$ cat src/rtl/rxbuf_pkg.sv
package rxbuf_pkg;
    localparam int DATA_W = 8;
    localparam int ERR_W  = 4;
    localparam int WORD_W = DATA_W + ERR_W;

    // error bit positions inside the error field
    localparam int ERR_FRAME = 0;
    localparam int ERR_PAR   = 1;
    localparam int ERR_BRK   = 2;
    localparam int ERR_OVR   = 3;
endpackage

$ cat src/rtl/rxbuf_ctrl.sv
module rxbuf_ctrl #(
    parameter int DEPTH = 16,
    parameter int TRIG  = 1,
    localparam int PTR_W = $clog2(DEPTH),
    localparam int CNT_W = $clog2(DEPTH + 1)
) (
    input  logic             clk,
    input  logic             rst_n,
    input  logic             push_i,
    input  logic             pop_i,
    input  logic             mode_i,
    input  logic             block_i,
    output logic             wr_en_o,
    output logic [PTR_W-1:0] wr_idx_o,
    output logic [PTR_W-1:0] rd_idx_o,
    output logic             pop_fire_o,
    output logic [CNT_W-1:0] free_o,
    output logic             empty_o,
    output logic             full_o,
    output logic             set_o,
    output logic             clr_o
);
    typedef struct packed {
        logic             mode;
        logic [PTR_W-1:0] pos;
        logic [CNT_W-1:0] cnt;
        logic             empty;
        logic             full;
        logic             set;
        logic             clr;
    } ctrl_t;

    ctrl_t st_d, st_q;

    logic [CNT_W-1:0] depth_eff;
    logic [PTR_W-1:0] mask;
    logic             toggle;
    logic             pop_nz;
    logic [CNT_W-1:0] cnt_after_pop;
    logic [PTR_W-1:0] pos_after_pop;
    logic             accept;
    logic [CNT_W-1:0] cnt_after_push;

    always_comb begin
        depth_eff      = st_q.mode ? CNT_W'(DEPTH) : CNT_W'(1);
        mask           = st_q.mode ? PTR_W'(DEPTH - 1) : '0;
        toggle         = (mode_i != st_q.mode);
        // pop is ordered ahead of push within one cycle
        pop_nz         = pop_i && (st_q.cnt != '0);
        cnt_after_pop  = st_q.cnt - CNT_W'(pop_nz);
        pos_after_pop  = pop_nz ? ((st_q.pos + PTR_W'(1)) & mask) : st_q.pos;
        accept         = push_i && !block_i && (cnt_after_pop < depth_eff) && !toggle;
        cnt_after_push = cnt_after_pop + CNT_W'(accept);

        st_d       = st_q;
        st_d.set   = 1'b0;
        st_d.clr   = 1'b0;
        wr_en_o    = 1'b0;
        wr_idx_o   = (pos_after_pop + cnt_after_pop[PTR_W-1:0]) & mask;
        pop_fire_o = 1'b0;

        if (toggle) begin
            st_d.mode  = mode_i;
            st_d.pos   = '0;
            st_d.cnt   = '0;
            st_d.empty = 1'b1;
            st_d.full  = 1'b0;
        end else begin
            pop_fire_o = pop_i;
            wr_en_o    = accept;
            st_d.pos   = pos_after_pop;
            st_d.cnt   = cnt_after_push;
            st_d.clr   = pop_i && ((CNT_W + 1)'(cnt_after_pop) + (CNT_W + 1)'(1)
                                   == (CNT_W + 1)'(TRIG));
            st_d.set   = accept && (cnt_after_push == CNT_W'(TRIG));
            st_d.empty = (cnt_after_push == '0);
            if (accept && cnt_after_push == depth_eff)
                st_d.full = 1'b1;
            else if (pop_i)
                st_d.full = 1'b0;
        end
    end

    always_ff @(posedge clk or negedge rst_n) begin
        if (!rst_n) begin
            st_q <= '{mode: 1'b0, pos: '0, cnt: '0, empty: 1'b1,
                      full: 1'b0, set: 1'b0, clr: 1'b0};
        end else begin
            st_q <= st_d;
        end
    end

    assign rd_idx_o = st_q.pos;
    assign free_o   = depth_eff - st_q.cnt;
    assign empty_o  = st_q.empty;
    assign full_o   = st_q.full;
    assign set_o    = st_q.set;
    assign clr_o    = st_q.clr;

    assert_no_overflow_R3: assert property (@(posedge clk) disable iff (!rst_n)
        st_q.cnt <= depth_eff);

    assert_flags_exclusive_R4: assert property (@(posedge clk) disable iff (!rst_n)
        !(st_q.empty && st_q.full));

    assert_set_needs_push_R5: assert property (@(posedge clk) disable iff (!rst_n)
        st_q.set |-> $past(push_i && !block_i));

    assert_clr_needs_pop_R6: assert property (@(posedge clk) disable iff (!rst_n)
        st_q.clr |-> $past(pop_i));

    assert_flush_on_toggle_R7: assert property (@(posedge clk) disable iff (!rst_n)
        (st_q.mode != $past(st_q.mode)) |-> (st_q.cnt == '0 && st_q.empty && !st_q.full));

    assert_block_no_set_R9: assert property (@(posedge clk) disable iff (!rst_n)
        $past(block_i) |-> !st_q.set);
endmodule

$ cat src/rtl/rxbuf_store.sv
module rxbuf_store #(
    parameter int DEPTH  = 16,
    parameter int WORD_W = 12,
    localparam int PTR_W = $clog2(DEPTH)
) (
    input  logic              clk,
    input  logic              rst_n,
    input  logic              wr_en_i,
    input  logic [PTR_W-1:0]  wr_idx_i,
    input  logic [WORD_W-1:0] wr_word_i,
    input  logic [PTR_W-1:0]  rd_idx_i,
    output logic [WORD_W-1:0] rd_word_o
);
    logic [WORD_W-1:0] mem_d [DEPTH];
    logic [WORD_W-1:0] mem_q [DEPTH];

    for (genvar e = 0; e < DEPTH; e++) begin : g_entry
        always_comb begin
            mem_d[e] = mem_q[e];
            if (wr_en_i && wr_idx_i == PTR_W'(e))
                mem_d[e] = wr_word_i;
        end

        always_ff @(posedge clk or negedge rst_n) begin
            if (!rst_n) mem_q[e] <= '0;
            else        mem_q[e] <= mem_d[e];
        end
    end

    assign rd_word_o = mem_q[rd_idx_i];

    assert_write_lands_R2: assert property (@(posedge clk) disable iff (!rst_n)
        wr_en_i |=> (mem_q[$past(wr_idx_i)] == $past(wr_word_i)));
endmodule

$ cat src/rtl/rxbuf_status.sv
module rxbuf_status #(
    parameter int ERR_W = 4
) (
    input  logic             clk,
    input  logic             rst_n,
    input  logic             copy_i,
    input  logic [ERR_W-1:0] err_i,
    input  logic             clr_i,
    output logic [ERR_W-1:0] stat_o
);
    logic [ERR_W-1:0] stat_d, stat_q;

    always_comb begin
        stat_d = stat_q;
        if (clr_i)  stat_d = '0;
        if (copy_i) stat_d = err_i;
    end

    always_ff @(posedge clk or negedge rst_n) begin
        if (!rst_n) stat_q <= '0;
        else        stat_q <= stat_d;
    end

    assign stat_o = stat_q;

    assert_clear_empties_R8: assert property (@(posedge clk) disable iff (!rst_n)
        $past(clr_i && !copy_i) |-> (stat_q == '0));
endmodule

$ cat src/rtl/uart_rx_buffer.sv
module uart_rx_buffer
    import rxbuf_pkg::*;
#(
    parameter int DEPTH = 16,
    parameter int TRIG  = 1,
    localparam int CNT_W = $clog2(DEPTH + 1),
    localparam int PTR_W = $clog2(DEPTH)
) (
    input  logic              clk,
    input  logic              rst_n,
    input  logic              push_i,
    input  logic [WORD_W-1:0] push_word_i,
    input  logic              pop_i,
    input  logic              fifo_mode_i,
    input  logic              rx_block_i,
    input  logic              stat_clr_i,
    output logic [WORD_W-1:0] head_o,
    output logic              empty_o,
    output logic              full_o,
    output logic [CNT_W-1:0]  free_o,
    output logic              irq_set_o,
    output logic              irq_clr_o,
    output logic [ERR_W-1:0]  stat_o
);
    logic             wr_en;
    logic [PTR_W-1:0] wr_idx;
    logic [PTR_W-1:0] rd_idx;
    logic             pop_fire;

    rxbuf_ctrl #(.DEPTH(DEPTH), .TRIG(TRIG)) u_ctrl (
        .clk        (clk),
        .rst_n      (rst_n),
        .push_i     (push_i),
        .pop_i      (pop_i),
        .mode_i     (fifo_mode_i),
        .block_i    (rx_block_i),
        .wr_en_o    (wr_en),
        .wr_idx_o   (wr_idx),
        .rd_idx_o   (rd_idx),
        .pop_fire_o (pop_fire),
        .free_o     (free_o),
        .empty_o    (empty_o),
        .full_o     (full_o),
        .set_o      (irq_set_o),
        .clr_o      (irq_clr_o)
    );

    rxbuf_store #(.DEPTH(DEPTH), .WORD_W(WORD_W)) u_store (
        .clk       (clk),
        .rst_n     (rst_n),
        .wr_en_i   (wr_en),
        .wr_idx_i  (wr_idx),
        .wr_word_i (push_word_i),
        .rd_idx_i  (rd_idx),
        .rd_word_o (head_o)
    );

    rxbuf_status #(.ERR_W(ERR_W)) u_status (
        .clk    (clk),
        .rst_n  (rst_n),
        .copy_i (pop_fire),
        .err_i  (head_o[WORD_W-1:DATA_W]),
        .clr_i  (stat_clr_i),
        .stat_o (stat_o)
    );

    assert_pop_copies_head_R8: assert property (@(posedge clk) disable iff (!rst_n)
        $past(pop_i && fifo_mode_i == $past(fifo_mode_i))
            |-> (stat_o == $past(head_o[WORD_W-1:DATA_W])));
endmodule

$ cat config.mk
export PLATFORM = sky130hd
export DESIGN_NAME = uart_rx_buffer
export DESIGN_NICKNAME = d
export VERILOG_FILES = /design/src/rtl/rxbuf_pkg.sv /design/src/rtl/rxbuf_ctrl.sv /design/src/rtl/rxbuf_store.sv /design/src/rtl/rxbuf_status.sv /design/src/rtl/uart_rx_buffer.sv
export SDC_FILE = /design/constraint.sdc
export NUM_CORES = 1
export LEC_CHECK = 0
export BUFFER_PORTS_ARGS = -buffer_cell sky130_fd_sc_hd__buf_2
export CORE_UTILIZATION = 39
export DETAILED_ROUTE_END_ITERATION = 10
export PLACE_DENSITY = 0.61
export RECOVER_POWER = 100
export SLEW_MARGIN = 20
export SYNTH_ARGS = -nofsm -noshare
export SYNTH_HDL_FRONTEND = slang
export SYNTH_SLANG_ARGS = --single-unit
$ cat constraint.sdc
create_clock -name clk -period 4.7 [get_ports clk]
set_clock_uncertainty 0.15 [all_clocks]
set_input_delay 0.705 -clock clk [delete_from_list [all_inputs] [get_ports clk]]
set_output_delay 0.705 -clock clk [all_outputs]
set_load 0.005 [all_outputs]
# Yosys cells after proc, flatten, opt, wreduce, memory -nomap -nowiden
# Cells that the tools add are included.
# totals
register_bits,210
latchBits,0
ramBits,0
rom_bits,0
in_bits,19
wordCells,98
n_memories,0
# op_classes
addsub,6
mul,0
div,0
n_lt_le_gt_ge,2
eq_ne,19
shift,0
n_mux,14
bitwise_logic,3
reduce_logical,30
# ops
operator,count
12-bit binary-select mux with 4-bit select,1
4-bit == test (second input constant),8
12-bit two-way mux,2
1-bit logical AND,23
4-bit by 3-bit == test with 1-bit output (second input constant),4
4-bit two-way mux,4
11-bit two-way mux,1
4-bit bitwise AND,2
4-bit by 2-bit == test with 1-bit output (second input constant),2
5-bit by 1-bit adder with 6-bit output (second input constant),1
6-bit by 1-bit == test with 1-bit output (second input constant),1
5-bit by 1-bit adder with 5-bit output,1
5-bit by 1-bit == test with 1-bit output (second input constant),1
5-bit == test,1
5-bit >= comparator (second input constant),1
5-bit logical NOT,1
5-bit < comparator,1
5-bit two-way mux,1
4-bit inverter with 5-bit output,1
5-bit nonzero test,1
5-bit by 1-bit subtractor with 5-bit output,1
5-bit subtractor,1
4-bit by 1-bit adder with 4-bit output (second input constant),1
4-bit adder,1
8 further kinds,12

# Logic depth before layout (Yosys ltp)
# Gate-level depths: netlist of the first run.
# logic_depth
ltp_word,11
depth_mapped,21
mapped_depth_nobuf,20

# By module
# A second synthesis of the first run with hierarchy kept.
# hier_totals
hier_cells,688
hier_area_um2,10048.4
# by_module_without_submodules
mod,n_inst,cells_each,area_each_um2
rxbuf_store,1,538,8620.8
rxbuf_ctrl,1,141,1286.2
rxbuf_status,1,9,141.4

# Least setup slack after synthesis of the first run
# Ideal clock, no wire load.
# synth_timing
path_type,flip-flop to flip-flop
from,register u_ctrl.st_q[6] in the netlist's numbering
to,"register u_ctrl.st_q, in the netlist u_ctrl.full_o"
setup_ns,0.145
t_arrival_ns,4.379
t_required_ns,4.405
path_slack_ns,0.026
stages_incl_launch_ff,22
path_cell_list,dfrtp_1 > buf_6 > or2_4 > o41ai_1 > inv_1 > ha_1 > ha_1 > nor3b_1 > xnor2_1 > inv_1 > ha_1 > or3_1 > o22a_4 > inv_1 > ha_1 > ha_1 > nor2_1 > a21oi_1 > o21ai_0 > xnor2_1 > mux2i_1 > a211oi_1
# synth_between
elab_chain_len,11
# synth_lines
item,line_no,text
"start, declared",rxbuf_ctrl.sv:33,"ctrl_t st_d, st_q;"
"start signal, assigned",rxbuf_ctrl.sv:86,"st_q <= '{mode: 1'b0, pos: '0, cnt: '0, empty: 1'b1,"
"start signal, assigned",rxbuf_ctrl.sv:89,st_q <= st_d;
5-bit nonzero test,rxbuf_ctrl.sv:49,pop_nz = pop_i && (st_q.cnt != '0);
1-bit logical AND,rxbuf_ctrl.sv:49,
5-bit by 1-bit subtractor with 5-bit output (*),rxbuf_ctrl.sv:50,cnt_after_pop = st_q.cnt - CNT_W'(pop_nz);
5-bit < comparator,rxbuf_ctrl.sv:52,accept = push_i && !block_i && (cnt_after_pop < depth_eff) && !toggle;
1-bit logical AND (2 in a row),rxbuf_ctrl.sv:52,
5-bit by 1-bit adder with 5-bit output,rxbuf_ctrl.sv:53,cnt_after_push = cnt_after_pop + CNT_W'(accept);
5-bit == test,rxbuf_ctrl.sv:77,if (accept && cnt_after_push == depth_eff)
1-bit logical AND (*),rxbuf_ctrl.sv:77,
1-bit two-way mux,rxbuf_ctrl.sv:77,
11-bit two-way mux,rxbuf_ctrl.sv:62,if (toggle) begin
# Mark *: on every way between the ends. The rest lies on a longest branch, timed or not.
# A chain may end at the register's enable or synchronous reset.

# Final worst setup path of the first run
# layout_timing
from,register u_ctrl.st_q[5] in the netlist's numbering
to,"register u_ctrl.st_q, in the netlist u_ctrl.full_o"
# The elaborated chain is that of the path after synthesis.

==> results of run 1 <==
==> sequential cells by signal, indices dropped and copies added, names as in the netlist <==
register and flops:
u_ctrl.full_o 1, u_store.mem_q 192, u_status.stat_o 4, u_ctrl.st_q 6
u_ctrl.clr_o 1, u_ctrl.rd_idx_o 4, u_ctrl.empty_o 1, u_ctrl.set_o 1
==> power by group <==
group	switching, W	internal [W]
logic	0.000794	0.000915
clock network	0.000750	0.00128
registers	0.000247	0.00226
==> cell type report <==
cell class                      count  area, µm²
Fill cell                        2221      13600
Multi-Input combinational cell    454       4720
Inverter                           11       41.3
Clock inverter                     12        173
Timing Repair Buffer               87        537
Clock buffer                       32        712
Sequential cell                   210       5260
Tap cell                          330        413
==> kinds of logic (layout without fill, tap and decap cells) <==
logic type / Yosys count / in the layout / synth area share
and+or+nand+nor: 102 / 102 / 0.0550
xor gates and xnor gates: 15 / 15 / 0.0143
DFF: 210 / 210 / 0.514
AOI/OAI and AO/OA: 62 / 62 / 0.0426
buffers and inverters: 65 / 142 / 0.0289
adders and majority gates: 12 / 12 / 0.0154
muxes: 263 / 263 / 0.330
==> cells in the mapped netlist, types with 5 or more instances <==
master | n | area share
a221oi_1 | 16 | 0.014
ha_1 | 11 | 0.013
mux4_2 | 36 | 0.079
mux2i_1 | 33 | 0.032
nand2b_1 | 8 | 0.0049
mux2_2 | 158 | 0.17
nand3_1 | 8 | 0.0039
buf_1 | 10 | 0.0037
clkbuf_1 | 21 | 0.0077
dfrtp_1 | 209 | 0.51
nor2_1 | 17 | 0.0062
xnor2_1 | 9 | 0.0077
mux2_4 | 10 | 0.015
buf_2 | 17 | 0.0083
nand2_1 | 28 | 0.010
inv_1 | 11 | 0.0040
o21ai_0 | 19 | 0.0093
a21oi_1 | 6 | 0.0029
a22oi_1 | 8 | 0.0059
nor3_1 | 5 | 0.0024
and2_1 | 8 | 0.0049
mux2_1 | 25 | 0.028
==> per-stage QoR <==
step | area, µm² | util | worst slack, ns | power [W] | TNS [ns]
final | 11900 | 0.465 | 0.136 | 0.00624 | 0
after global routing | 11900 | 0.465 | -0.0632 | 0.00658 | -0.0632
after CTS | 11800 | 0.464 | 0.0828 | 0.00626 | 0
after detailed placement | 10900 | 0.429 | 0.0228 | 0.00421 | 0
after global placement | 10900 | 0.429 | 0.142 | 0.00410 | 0
after floorplan | 10200 | - | 0.0258 | 0.00368 | 0
==> final timing paths <==
| kind | end | slack, ns | cells past startpoint |
|---|---|---|---|
| worst min register to register | u_store.mem_q[5] | 0.34 | 1 |
| worst max register to register | u_ctrl.full_o | 0.14 | 20 |
| max in group asynchronous | u_store.mem_q[89] | 1.52 | 2 |
| worst min-delay path | u_ctrl.st_q[13] | 0.27 | 1 |
| min in group asynchronous | u_store.mem_q[157] | 0.76 | 1 |
| worst max-delay path | u_ctrl.full_o | 0.14 | 20 |
==> timing repair <==
| action | 4_1_cts | 5_1_grt |
|---|---|---|
| setup endpoints to repair | 1 | 14 |
| hold endpoints to repair | 0 | 0 |
| pin swaps | 0 | 2 |
| resized for setup | 1 | 7 |
| hold buffers | 0 | 0 |
| buffers inserted | 0 | 2 |
==> metal layers <==
metal / track usage / routed length (µm)
met1: 0.258 / 11100
met2: 0.316 / 11700
met3: 0.0265 / 1060
met5: 0 / 0
met4: 0.0476 / 438
==> critical path, cell delays in order, from the launching register on <==
cell      delay [ns]
dfrtp_2         0.43
or2_4           0.26
o41ai_4         0.26
inv_1           0.11
ha_2            0.21
ha_1            0.19
nor3b_1         0.15
xnor2_1         0.32
inv_1           0.09
ha_1            0.30
or3_4           0.40
o22a_4          0.27
inv_1           0.06
ha_2            0.20
ha_4            0.16
nor2_1          0.05
a21oi_1         0.11
o21ai_0         0.11
xnor2_1         0.26
mux2i_1         0.24
a211oi_1        0.09
==> metrics, run 1 <==
drt via density 5.51; min cycle time layout 4.56 ns; clk slew on worst S/H paths 0.06 ns; PortBufs 43; Via Count 6,258; most common cell after layout, fill and taps aside dfrtp_1; number of synthesized register bits 210; f_max 0.219 GHz; final WL 24.3 mm; area grow syn2layout 15.9%; synthesized area 0.0102 mm²; fraction of registers with async set/reset 1.00; hold_sp fifo_mode_i; CP endpoint kind register; Post-route DRC 0; die height 164 µm; Clock Sinks 210; Setup CP Type register to register; Mean Syn Cell Area 14.0 µm²; R2R Path Start u_ctrl.st_q[5]; clock latency at the later pin of the worst-skew pair 0.52 ns; worst hold path type input pin to register; setup violators final 0; Final Hold Fails 0; Post-synth EDFFs 0; peak supply drop 0.000392 V; GRT Residual Overflow 0; post-DP HPWL 15.9 mm; pin count of the biggest net entering global routing 96; share of layout cells above drive strength 1 0.442; die width 164 µm; total track usage 0.189; CTS root buffer clkbuf_16; Syn. warnings 0; CTS tree yes; Core Rows 58; worst hold margin 0.273 ns; first-pass GRT wire length 38.8 mm; TritonCTS Buffers 24; placed insts 1,090; Relative slew margins -0.599; CP Data Required Time 4.92 ns; antenna cells 0; ANT nets after route 0; Max Slew Vio Count 96; I/O pin count 44; Post-Synthesis Cells 729; Worst Setup SP u_ctrl.st_q[5]; Setup crit start kind register; CTS Buffer Depth 3; status finished, violations left; TritonRoute pass-1 iters 6; Arr. time, crit path 4.78 ns; Total Nets Final 819; WL/cell 21.4 µm; ys flop type dfrtp_1; Initial Util 0.402; synth unique cells 55; leakage power 5.56 nW; Post-Layout Cell Count 1,136; sequential share of the synthesized area 0.514; vias in the first global route 6,781; initial antenna violation count 0; H-tree depth 1; Synth Net Count 760; Max FO, Critical Path 6; Pwr Density 527 mW/mm²; Max Cap Viol 1; most frequent cells in the layout 207 x dfrtp_1, 158 x mux2_2, 41 x buf_2, 41 x buf_4, 36 x mux4_2; Core Footprint 0.0255 mm²; final worst-path cycle share 0.971; failing checks max-capacitance violations, max-slew violations; Placer Congestion 0.879; Die Footprint 0.0269 mm²; 1st-iter DRT viols 307; Slew @ Worst Pin 2.40 ns
(Power assumes the default switching activity.)
==> run 2, diff against run 1 <==
--- a/config.mk
+++ b/config.mk
@@ -8,7 +8,7 @@
 export BUFFER_PORTS_ARGS = -buffer_cell sky130_fd_sc_hd__buf_2
 export CORE_UTILIZATION = 39
 export DETAILED_ROUTE_END_ITERATION = 10
-export PLACE_DENSITY = 0.61
+export PLACE_DENSITY = 0.56
 export RECOVER_POWER = 100
 export SLEW_MARGIN = 20
 export SYNTH_ARGS = -nofsm -noshare
==> run 2 against run 1 <==
Net effect:
- the flow still finishes with violations (max-capacitance violations, max-slew violations)
- via count up 0.51%
- design area is 0.18% lower
- total power fell by 1.4%
- maximum frequency is 2.1% higher
- critical path type unchanged
==> metrics, run 2 (synthesis gave the netlist of run 1 again) <==
status finished, violations left (unchanged); failing checks max-capacitance violations, max-slew violations (unchanged); top flop regs u_store.mem_q: 192 flops, u_ctrl.st_q: 6 flops (unchanged); area grow syn2layout 15.7% (was 15.9%); Relative slew margins -1.14 (was -0.599); Max Slew Vio Count 125 (was 96); area of the multi-input gates 0.00472 mm² (unchanged); Initial Util 0.402 (unchanged); most frequent cells in the layout 208 x dfrtp_1, 158 x mux2_2, 43 x buf_4, 36 x mux4_2, 34 x buf_2 (was 207 x dfrtp_1, 158 x mux2_2, 41 x buf_2, 41 x buf_4, 36 x mux4_2); 1st-iter DRT viols 309 (was 307); clock latency at the later pin of the worst-skew pair 0.52 ns (about the same); slowest CP cell or3_4 (was dfrtp_2); share of layout cells above drive strength 1 0.428 (was 0.442); final WL 24.6 mm (was 24.3 mm); worst setup margin 0.232 ns (was 0.136 ns); Clock Sinks 210 (unchanged); CTS Buffer Depth 3 (unchanged); clk slew on worst S/H paths 0.06 ns (about the same); Max Cap Viol 1 (unchanged); Tot Pwr 0.00616 W (was 0.00624 W); CP Data Required Time 4.92 ns (about the same); Setup crit start kind register (unchanged); most used cell, CP inv_1 (unchanged); hold_sp fifo_mode_i (unchanged); H-tree depth 1 (unchanged); CP endpoint kind register (unchanged); pin count of the biggest net entering global routing 126 (was 96); total track usage 0.192 (was 0.189); initial antenna violation count 0 (unchanged); antenna cells 0 (unchanged); WL/cell 21.6 µm (was 21.4 µm); max reg flops 192 (unchanged); storage element area 0.00526 mm² (about the same); Setup CP Type register to register (unchanged); Setup TNS 0 ns (unchanged); Largest Register u_store.mem_q (unchanged); f_max 0.224 GHz (was 0.219 GHz); max incr delay on CP 0.40 ns (was 0.43 ns); worst-path cell chain or2_4 -> o41ai_4 -> inv_1 -> ha_2 -> ha_1 -> nor3b_1 -> xnor2_1 -> inv_1 -> ha_1 -> or3_4 -> o22a_4 -> inv_1 -> ha_2 -> ha_4 -> nor2_1 -> a21oi_1 -> o21ai_0 -> xnor2_1 -> mux2i_1 -> a211oi_1 (unchanged); peak supply drop 0.000322 V (was 0.000392 V); Via Count 6,290 (was 6,258); GRT Residual Overflow 0 (unchanged); Total Nets Final 820 (was 819); post-DP HPWL 16.0 mm (was 15.9 mm); Placer Congestion 0.824 (was 0.879); leakage power 5.54 nW (was 5.56 nW); TritonRoute pass-1 iters 4 (was 6); vias in the first global route 6,656 (was 6,781); min cycle time layout 4.47 ns (was 4.56 ns); Max FO, Critical Path 6 (unchanged); Post-route DRC 0 (unchanged); CTS root buffer clkbuf_16 (unchanged); Area after DPL 0.0109 mm² (about the same); Core Footprint 0.0255 mm² (unchanged); Post-Layout Cell Count 1,136 (unchanged); placed insts 1,088 (was 1,090); dpl ws -0.0661 ns (was 0.0228 ns); first-pass GRT wire length 38.9 mm (was 38.8 mm); Die Footprint 0.0269 mm² (unchanged); Slew @ Worst Pin 3.22 ns (was 2.40 ns); CTS tree yes (unchanged); Pwr Density 520 mW/mm² (was 527 mW/mm²); Core Rows 58 (unchanged); PortBufs 43 (unchanged); worst hold path type input pin to register (unchanged); most common cell after layout, fill and taps aside dfrtp_1 (unchanged); Final Hold Fails 0 (unchanged); Post-CTS Hold Buffers 0 (unchanged); drt via density 5.54 (was 5.51); Arr. time, crit path 4.68 ns (was 4.78 ns); ANT nets after route 0 (unchanged); die width 164 µm (unchanged); die height 164 µm (unchanged); setup violators final 0 (unchanged); final worst-path cycle share 0.951 (was 0.971); I/O pin count 44 (unchanged); TritonCTS Buffers 24 (unchanged); final instance area 0.0118 mm² (was 0.0119 mm²); Worst Setup SP u_ctrl.st_q[6] (was u_ctrl.st_q[5]); fillcell total 2,260 (was 2,221); R2R Path Start u_ctrl.st_q[6] (was u_ctrl.st_q[5])
-- run 2: worst max-delay path: cells and delay by family, from the launching register on --
family | cells | cell delay (ns)
fa+ha+maj | 5 | 1.09
compound gates | 5 | 0.91
simple gates | 4 | 0.87
xor+xnor | 2 | 0.46
flops | 1 | 0.38
buf+inv | 3 | 0.25
mux | 1 | 0.21
-- run 2: repair_timing --
action | CTS | global route
buffers inserted | 0 | 5
cloned | 0 | 0
setup endpoints to repair | 1 | 62
pin swaps | 0 | 3
gates resized for setup | 1 | 6
hold endpoints to repair | 0 | 0
-- run 2: worst paths after layout --
path | end | slack (ns) | cells after the start
setup reg to reg | u_ctrl.full_o | 0.23 | 20
hold / removal | u_ctrl.st_q[13] | 0.27 | 1
hold reg to reg | u_store.mem_q[2] | 0.34 | 1
max in group asynchronous | u_ctrl.rd_idx_o[0] | 1.08 | 1
min in group asynchronous | u_ctrl.st_q[8] | 1.07 | 1
setup / recovery | u_ctrl.full_o | 0.23 | 20
-- run 2: cell type report --
type / instances / area share
Timing Repair Buffer: 88 / 0.0480
Multi-Input combinational cell: 454 / 0.399
Inverter: 11 / 0.00349
Clock buffer: 37 / 0.0634
Clock inverter: 6 / 0.00698
Sequential cell: 210 / 0.444
Tap cell: 330 / 0.0349
-- run 2: report_power, final --
part	switching, W	internal [W]	leakage, nW
registers	0.000219	0.00226	2.88
clock network	0.000732	0.00120	0.410
logic	0.000818	0.000930	2.25
-- run 2: metrics by stage --
| step | hold slack [ns] | util |
|---|---|---|
| 3_3_place_gp | 0.318 | 0.430 |
| 5_1_grt | 0.266 | 0.465 |
| 3_5_place_dp | 0.330 | 0.430 |
| 4_1_cts | 0.212 | 0.463 |
| 6_report | 0.266 | 0.465 |
| 2_1_floorplan | 0.259 | - |
-- run 2: layer usage --
metal	global-route usage	routed length (µm)	vias to the layer above
met5	0	0	-
met4	0.0497	524	0
met3	0.0227	962	37
met2	0.323	12000	128
met1	0.262	11100	3314
li1	-	-	2811
